<file path="src/rtl/be_lsu_pkg.sv">
package be_lsu_pkg;
    localparam int LANE_BITS = 2;

    typedef enum logic [2:0] {
        OP_LW  = 3'd0,
        OP_SW  = 3'd1,
        OP_LB  = 3'd2,
        OP_LBU = 3'd3,
        OP_SB  = 3'd4
    } lsu_op_e;

    // Context held across the one-cycle memory read latency
    typedef struct packed {
        logic                 valid;
        logic                 sext;
        logic                 word;
        logic [LANE_BITS-1:0] lane;
    } ld_ctx_t;
endpackage

</file>
<file path="src/rtl/be_lsu_agu.sv">
module be_lsu_agu
    import be_lsu_pkg::*;
#(
    parameter int ADDR_W = 32,
    parameter int OFF_W  = 16
) (
    input  logic              req_valid,
    input  logic [2:0]        req_op,
    input  logic [ADDR_W-1:0] base,
    input  logic [OFF_W-1:0]  offset,
    output logic [ADDR_W-3:0] word_addr,
    output logic [1:0]        lane,
    output logic              is_word,
    output logic              is_load,
    output logic              is_store,
    output logic              sext,
    output logic              bad_align
);
    localparam int EXT_W = ADDR_W - OFF_W;

    logic [ADDR_W-1:0] eff_addr;
    logic              legal;

    always_comb begin
        eff_addr  = base + {{EXT_W{offset[OFF_W-1]}}, offset};
        word_addr = eff_addr[ADDR_W-1:2];
        lane      = eff_addr[1:0];
        legal     = req_valid && (req_op <= OP_SB);
        is_word   = legal && (req_op == OP_LW || req_op == OP_SW);
        is_load   = legal && (req_op == OP_LW || req_op == OP_LB || req_op == OP_LBU);
        is_store  = legal && (req_op == OP_SW || req_op == OP_SB);
        sext      = (req_op == OP_LB);
        bad_align = is_word && (eff_addr[1:0] != 2'b00);
    end

    // a byte access never reports misalignment
    always_comb begin
        if (legal && !is_word)
            assert_byte_never_misaligned_R3: assert (!bad_align);
    end
endmodule

</file>
<file path="src/rtl/be_lsu_store_steer.sv">
module be_lsu_store_steer #(
    parameter int DATA_W = 32
) (
    input  logic                  is_word,
    input  logic [1:0]            lane,
    input  logic [DATA_W-1:0]     wdata_in,
    output logic [DATA_W-1:0]     wdata_out,
    output logic [DATA_W/8-1:0]   be
);
    localparam int LANES = DATA_W / 8;

    logic [LANES-1:0] byte_hit;

    // Big-endian: lane index i drives enable bit LANES-1-i
    for (genvar i = 0; i < LANES; i++) begin : g_lane
        assign byte_hit[LANES-1-i] = (lane == i[1:0]);
    end

    always_comb begin
        if (is_word) begin
            wdata_out = wdata_in;
            be        = '1;
        end else begin
            wdata_out = {LANES{wdata_in[7:0]}};
            be        = byte_hit;
        end
    end
endmodule

</file>
<file path="src/rtl/be_lsu_load_extract.sv">
module be_lsu_load_extract
    import be_lsu_pkg::*;
#(
    parameter int DATA_W = 32
) (
    input  ld_ctx_t           ctx,
    input  logic [DATA_W-1:0] rdata,
    output logic [DATA_W-1:0] result
);
    localparam int LANES = DATA_W / 8;

    logic [7:0] lane_byte [LANES];
    logic [7:0] picked;

    for (genvar i = 0; i < LANES; i++) begin : g_pick
        assign lane_byte[i] = rdata[DATA_W-1-8*i -: 8];
    end

    always_comb begin
        picked = lane_byte[ctx.lane];
        if (!ctx.valid)
            result = '0;
        else if (ctx.word)
            result = rdata;
        else if (ctx.sext)
            result = {{(DATA_W-8){picked[7]}}, picked};
        else
            result = {{(DATA_W-8){1'b0}}, picked};
    end

    // the upper bits of a byte result are a pure extension
    always_comb begin
        if (ctx.valid && !ctx.word && ctx.sext)
            assert_signed_fill_R7: assert (result[DATA_W-1:8] == {(DATA_W-8){result[7]}});
        if (ctx.valid && !ctx.word && !ctx.sext)
            assert_zero_fill_R8: assert (result[DATA_W-1:8] == '0);
    end
endmodule

</file>
<file path="src/rtl/be_lsu_aligner.sv">
module be_lsu_aligner
    import be_lsu_pkg::*;
#(
    parameter int ADDR_W = 32,
    parameter int OFF_W  = 16,
    parameter int DATA_W = 32
) (
    input  logic                 clk,
    input  logic                 rst_n,
    input  logic                 req_valid,
    input  logic [2:0]           req_op,
    input  logic [ADDR_W-1:0]    req_base,
    input  logic [OFF_W-1:0]     req_offset,
    input  logic [DATA_W-1:0]    req_wdata,
    output logic [ADDR_W-3:0]    mem_addr,
    output logic [DATA_W/8-1:0]  mem_be,
    output logic                 mem_we,
    output logic                 mem_re,
    output logic [DATA_W-1:0]    mem_wdata,
    output logic                 misalign,
    input  logic [DATA_W-1:0]    mem_rdata,
    output logic                 load_valid,
    output logic [DATA_W-1:0]    load_data
);
    localparam int LANES = DATA_W / 8;

    logic              is_word, is_load, is_store, sext, bad_align;
    logic [1:0]        lane;
    logic [LANES-1:0]  steer_be;
    ld_ctx_t           ctx_d, ctx_q;

    be_lsu_agu #(.ADDR_W(ADDR_W), .OFF_W(OFF_W)) agu_i (
        .req_valid (req_valid),
        .req_op    (req_op),
        .base      (req_base),
        .offset    (req_offset),
        .word_addr (mem_addr),
        .lane      (lane),
        .is_word   (is_word),
        .is_load   (is_load),
        .is_store  (is_store),
        .sext      (sext),
        .bad_align (bad_align)
    );

    be_lsu_store_steer #(.DATA_W(DATA_W)) steer_i (
        .is_word   (is_word),
        .lane      (lane),
        .wdata_in  (req_wdata),
        .wdata_out (mem_wdata),
        .be        (steer_be)
    );

    always_comb begin
        misalign    = bad_align;
        mem_we      = is_store && !bad_align;
        mem_re      = is_load && !bad_align;
        mem_be      = (mem_we || mem_re) ? steer_be : '0;
        ctx_d.valid = mem_re;
        ctx_d.sext  = sext;
        ctx_d.word  = is_word;
        ctx_d.lane  = lane;
    end

    always_ff @(posedge clk or negedge rst_n) begin
        if (!rst_n) ctx_q <= '0;
        else        ctx_q <= ctx_d;
    end

    be_lsu_load_extract #(.DATA_W(DATA_W)) extract_i (
        .ctx    (ctx_q),
        .rdata  (mem_rdata),
        .result (load_data)
    );

    assign load_valid = ctx_q.valid;

    assert_no_write_when_misaligned_R2: assert property (@(posedge clk) disable iff (!rst_n)
        misalign |-> (!mem_we && !mem_re));
    assert_result_follows_read_R6: assert property (@(posedge clk) disable iff (!rst_n)
        mem_re |=> load_valid);
    assert_no_result_without_read_R9: assert property (@(posedge clk) disable iff (!rst_n)
        !mem_re |=> !load_valid);
    assert_store_enable_shape_R5: assert property (@(posedge clk) disable iff (!rst_n)
        mem_we |-> ($countones(mem_be) == 1 || mem_be == '1));
    assert_idle_quiet_R9: assert property (@(posedge clk) disable iff (!rst_n)
        !req_valid |-> (!mem_we && !mem_re && !misalign && mem_be == '0));
endmodule

</file>
<file path="config.mk">
export PLATFORM = sky130hd
export DESIGN_NAME = be_lsu_aligner
export DESIGN_NICKNAME = d
export VERILOG_FILES = /design/src/rtl/be_lsu_pkg.sv /design/src/rtl/be_lsu_agu.sv /design/src/rtl/be_lsu_store_steer.sv /design/src/rtl/be_lsu_load_extract.sv /design/src/rtl/be_lsu_aligner.sv
export SDC_FILE = /design/constraint.sdc
export NUM_CORES = 1
export LEC_CHECK = 0
export BUFFER_PORTS_ARGS = -buffer_cell sky130_fd_sc_hd__buf_2
export CAP_MARGIN = 20
export CORE_MARGIN = 4
export CORE_UTILIZATION = 41
export CTS_CLUSTER_DIAMETER = 120
export DETAILED_ROUTE_END_ITERATION = 6
export GPL_ROUTABILITY_DRIVEN = 0
export PLACE_DENSITY = 0.83
export SETUP_SLACK_MARGIN = 0.3
export SYNTH_ARGS = -nofsm -noshare
export SYNTH_HDL_FRONTEND = slang
export SYNTH_HIERARCHICAL = 1
export SYNTH_SLANG_ARGS = --single-unit
</file>
<file path="constraint.sdc">
create_clock -name clk -period 2.5 [get_ports clk]
set_input_delay 0.125 -clock clk [delete_from_list [all_inputs] [get_ports clk]]
set_output_delay 0.125 -clock clk [all_outputs]
set_load 0.02 [all_outputs]
</file>
; Word-level counts from Yosys, hierarchy flattened
; Cells that the tools add are included.
[word_totals]
elab_cells = 40
reg_bits = 5
[classes]
n_eq_ne = 7
reduce_logical = 16
addsub = 1
bitwise = 1
muxes = 9
magnitude_cmp = 2
[op_table]
columns = cell, n
row1 = $mux 32, 4
row2 = $add 32x32->32, 1
row3 = $bmux 8 s2, 1
row4 = $mux 8, 2
row5 = $mux 4, 2
row6 = $logic_and 1x1->1, 7
row7 = $eq 3x2->1 const B, 2
row8 = $logic_or 1x1->1, 5
row9 = $eq 2x2->1 const B, 2
row10 = $eq 3x1->1 const B, 1
row11 = $eq 3x3->1 const B, 1
row12 = $ge 3x3->1 const B, 1
row13 = $le 3x3->1 const B, 1
row14 = $logic_not 3->1, 1
row15 = $not 2->3, 1
row16 = $eq 2x1->1 const B, 1
row17 = $logic_not 2->1, 1
row18 = $reduce_bool 2->1, 1
row19 = $logic_not 1->1, 1

; Logic depth before layout (Yosys ltp)
[logic_depth]
word_depth = 8
ltp_mapped = 9
ltp_nobuf = 9

; By module
; Netlist, hierarchy kept.
[modules_own_cells]
columns = mod, cells_each, area_per_inst_um2, instances, seq_area_each_um2
row1 = be_lsu_agu, 250, 1742.9, 1, 0.0
row2 = be_lsu_load_extract, 75, 549.3, 1, 0.0
row3 = be_lsu_store_steer, 72, 354.1, 1, 0.0
row4 = be_lsu_aligner, 12, 171.4, 1, 125.1

; Worst setup path after synthesis
; Ideal clock, no wire load.
[synth_timing]
path_kind = input to output
start = input port req_offset[0]
end = output port mem_addr[26]
path_slack_ps = -50
cell_stages = 9
t_arrival_ps = 2425
cell_sequence = ha_1 -> fa_1 -> a211oi_1 -> o211ai_1 -> nand2_1 -> o21ai_0 -> a211oi_1 -> nor4b_1 -> nor3_1
[synth_via]
elab_chain_len = 1
[synth_rtl]
columns = element, line_no
row1 = "start, declared", be_lsu_aligner.sv:13  ; input logic [OFF_W-1:0] req_offset,
row2 = $add 32x32->32, be_lsu_agu.sv:25  ; eff_addr = base + {{EXT_W{offset[OFF_W-1]}}, offset};
row3 = "end, declared", be_lsu_aligner.sv:15  ; output logic [ADDR_W-3:0] mem_addr,
; No other way between the ends.

; Worst setup path after layout
[layout_timing]
start = input port req_base[0]
end = output port mem_addr[12]
[layout_via]
elab_chain_len = 1
[layout_rtl]
columns = element, line_no
row1 = "start, declared", be_lsu_aligner.sv:12  ; input logic [ADDR_W-1:0] req_base,
row2 = $add 32x32->32, be_lsu_agu.sv:25
; No other way between the ends.

==> results.cfg <==
[sta]
rsz0062_at_grt = yes
relSlewSlack_pct = 64.7
timing_max_transition_violations_final = 0
final_hold_viol_count = 0
timing.final.ws_setup_ns = 0.107
worst_pin_slew_ns = 0.527
setup_viol = 0
final.min_clock_period_ns = 2.39
fmax_ghz = 0.418
final_min_period_over_clock_period_pct = 95.7

[floorplanning]
initial_utilization_pct = 43.4
die_width_um = 90.9
fp.dieH_um = 90.9
fp.coreArea_um2 = 6490
die_area_um2 = 8260
placement_rows = 29
io_pins = 220

[critical_path]
critical_path_class = in2out
crit_required_ns = 2.38
delay_of_the_slowest_cell_on_the_worst_path_ns = 0.37
crit_fanout = 4
cp-end-kind = primary output
cp_cell_sequence = buf_6, ha_4, fa_2, a211oi_4, o21a_1, o21ai_2, o31a_1, buf_4, buf_4, xor2_1, buf_4
most_frequent_cell_on_the_critical_path = sky130_fd_sc_hd__buf_4
timing.critical_path.arrival_ns = 2.27
slowest_stage = sky130_fd_sc_hd__fa_2
kind_of_start_point_of_the_critical_path = primary input

[clock_network]
h-tree-depth = 1
tritoncts.num_buffers = 3
longest_clk_path_bufs = 2
cts_tree = done
cts-root-buf = sky130_fd_sc_hd__clkbuf_8
cts.clk_slew.worst_paths_ns = 0.03
cts.sink_count = 5

[pwr]
power.density_cell_area_nw_per_um2 = 355
share_clk_of_total_power_pct = 8.4
power_report.internal_total_mw = 0.850
comb_power_share_pct = 86.1
power_switching_mw = 0.875
power.leakage_nw = 2.67
worst_ir_drop_vdd_mv = 0.267
total_power_mw = 1.73
register_share_of_total_power_pct = 5.5
switching_share_pct = 50.7

[yosys]
synth-async-reset-ratio_pct = 100
post_synth_inst_count = 409
synth_edf_count = 0
avgSynthCellArea_um2 = 6.89
area_of_the_mapped_netlist_um2 = 2820
postSynth.topFlopCell = sky130_fd_sc_hd__dfrtp_1
mappedNetlistNets = 559
post_synth_num_cell_types = 55
seq_area_frac_synth_pct = 4.44
postSynthRegisterBits = 5
yosysWarnings = 6

[grt]
busiest_layer = met2
global_route.usage.met3_pct = 4.83
pin_count_of_the_biggest_net_entering_global_routing = 33
globalRouteTotalUtil_pct = 26.3
number_of_global_route_vias_before_repair = 3958
antenna_found_initial = 0
grt_pass1_wl_um = 18700
globalRouteMet1Util_pct = 29.6
final_global_route_overflow_total = 0
grt.met2_usage_pct = 50.0

[routing]
first_iter_violations = 201
drt_pass_1_iters = 5
total_vias_in_the_final_route = 4277
ant_nets = 0
route.final.wire_length_um = 13200
wire_per_inst_um = 18.0
viasPerCell = 5.84
remaining_drc_errors = 0

[finish]
fillerInstances = 463
post_route_cells_drive_above_1_share_pct = 52.4
flow.area_growth_from_synthesis_pct = 72.3
utilization_pct = 74.8
design.final.nets = 806
diodes = 0

[place]
preCtsSetupSlack_ns = -0.0590
dp_hpwl_um = 9280
numPortBuffers = 219

[hold_path]
timing.hold.worst_path_depth = 2
hold_class = in2reg

[flow_run]
maximum_capacitance_violations = 0

[outcome]
run_status = completed
[stage by stage]
| stage | hold WS (ns) | setup TNS, ns | area [um^2] | instances |
|---|---|---|---|---|
| 2_1_floorplan | -0.171 | 0 | 2890 | 409 |
| 3_3_place_gp | -0.0612 | 0 | 4120 | 707 |
| 3_5_place_dp | -0.0606 | -0.246 | 4120 | 707 |
| 4_1_cts | 0.104 | 0 | 4490 | 723 |
| 5_1_grt | 0.114 | 0 | 4860 | 732 |
| 6_report | 0.112 | 0 | 4860 | 732 |
[flip-flops by register name (all words and copies together) (netlist names)]
register    count
ctx_q           4
load_valid      1
[synthesized netlist by cell type, types with 2 or more instances]
cell type	count	area, um^2
sky130_fd_sc_hd__a211oi_1	6	45.0
sky130_fd_sc_hd__a21o_1	39	293
sky130_fd_sc_hd__a21oi_1	36	180
sky130_fd_sc_hd__a22oi_1	7	52.6
sky130_fd_sc_hd__a31oi_1	5	31.3
sky130_fd_sc_hd__and3_1	5	31.3
sky130_fd_sc_hd__buf_2	4	20.0
sky130_fd_sc_hd__buf_4	9	67.6
sky130_fd_sc_hd__buf_6	5	56.3
sky130_fd_sc_hd__clkbuf_1	9	33.8
sky130_fd_sc_hd__dfrtp_1	5	125
sky130_fd_sc_hd__ha_1	31	388
sky130_fd_sc_hd__inv_1	7	26.3
sky130_fd_sc_hd__mux2i_1	9	90.1
sky130_fd_sc_hd__nand2_1	81	304
sky130_fd_sc_hd__nand2b_1	10	62.6
sky130_fd_sc_hd__nand3_1	6	30.0
sky130_fd_sc_hd__nand4_1	7	43.8
sky130_fd_sc_hd__nand4b_1	2	17.5
sky130_fd_sc_hd__nor2_1	15	56.3
sky130_fd_sc_hd__nor2b_1	3	18.8
sky130_fd_sc_hd__nor3_1	4	20.0
sky130_fd_sc_hd__nor3b_1	7	52.6
sky130_fd_sc_hd__o211ai_1	2	15.0
sky130_fd_sc_hd__o21a_1	6	45.0
sky130_fd_sc_hd__o21ai_0	21	105
sky130_fd_sc_hd__o21bai_1	6	45.0
sky130_fd_sc_hd__o221ai_1	8	70.1
sky130_fd_sc_hd__xnor2_1	14	123
sky130_fd_sc_hd__xor2_1	15	131
[critical path: cells and delay by family]
| kind | cells | cell delay [ns] |
|---|---|---|
| buf+inv | 4 | 0.57 |
| compound gates | 4 | 0.88 |
| xor+xnor | 1 | 0.17 |
| fa+ha+maj | 2 | 0.52 |
[power groups by stage]
stage	logic, mW	registers (mW)	clock network (mW)
floorplan	0.767	0.0947	0
global placement	1.16	0.0955	0
global route	1.57	0.0977	0.157
detailed placement	1.19	0.0966	0
finish	1.48	0.0957	0.144
CTS	1.31	0.0957	0.149
[final cells by class]
type / count / area [um^2] / share of cell area [%]
multi-input combinational: 370 / 2990 / 61.5
timing repair buffer: 269 / 1580 / 32.5
sequential: 5 / 125 / 2.58
tap: 77 / 96.3 / 1.98
clock buffer: 4 / 45.0 / 0.928
inverter: 7 / 26.3 / 0.541
[cells by family after synthesis]
kind of cell    synth area share (%)
simple gates                    25.5
compound gates                  35.7
buf+inv                         7.24
fa+ha+maj                       14.5
xor+xnor                        9.01
mux                             3.60
flops                           4.44
[cells in the final DEF, fill, tap and decap left out, types with 3 or more instances in the layout]
cell type	n
sky130_fd_sc_hd__a211oi_2	3
sky130_fd_sc_hd__a21o_1	39
sky130_fd_sc_hd__a21oi_1	27
sky130_fd_sc_hd__a21oi_2	8
sky130_fd_sc_hd__a22oi_1	7
sky130_fd_sc_hd__a31oi_1	3
sky130_fd_sc_hd__and3_1	3
sky130_fd_sc_hd__buf_2	198
sky130_fd_sc_hd__buf_4	59
sky130_fd_sc_hd__buf_6	10
sky130_fd_sc_hd__clkbuf_8	3
sky130_fd_sc_hd__dfrtp_1	5
sky130_fd_sc_hd__ha_1	10
sky130_fd_sc_hd__ha_2	6
sky130_fd_sc_hd__ha_4	15
sky130_fd_sc_hd__inv_1	7
sky130_fd_sc_hd__mux2i_1	9
sky130_fd_sc_hd__nand2_1	81
sky130_fd_sc_hd__nand2b_1	10
sky130_fd_sc_hd__nand3_1	4
sky130_fd_sc_hd__nand4_1	7
sky130_fd_sc_hd__nor2_1	13
sky130_fd_sc_hd__nor2b_1	3
sky130_fd_sc_hd__nor3_1	3
sky130_fd_sc_hd__nor3b_1	5
sky130_fd_sc_hd__o21a_1	5
sky130_fd_sc_hd__o21ai_0	7
sky130_fd_sc_hd__o21ai_1	7
sky130_fd_sc_hd__o21ai_2	7
sky130_fd_sc_hd__o21bai_1	5
sky130_fd_sc_hd__o221ai_1	8
sky130_fd_sc_hd__xnor2_1	12
sky130_fd_sc_hd__xor2_1	10
sky130_fd_sc_hd__xor2_2	5
[per-layer routing]
metal	routed length, um	share of wire (%)
met5	0	0
met4	401	3.0
met3	1180	9.0
met2	6790	52
met1	4780	36
[path summary, 6_finish.rpt]
| kind | start | slack (ns) | endpoint |
|---|---|---|---|
| max in group asynchronous | rst_n | 2.11 | ctx_q[1] |
| setup / recovery | req_base[0] | 0.11 | mem_addr[12] |
| hold / removal | req_op[0] | 0.11 | ctx_q[3] |
| min in group asynchronous | rst_n | 0.26 | load_valid |
[timing repair]
action | 4_1_cts | 5_1_grt
buffers inserted | 11 | 9
resized for setup | 56 | 58
setup endpoints to repair | 16 | 18
pin swaps | 28 | 28
hold buffers | 1 | 0
endpoints found under the hold margin | 5 | 0
Note: power is estimated with default switching activity, not from simulation.
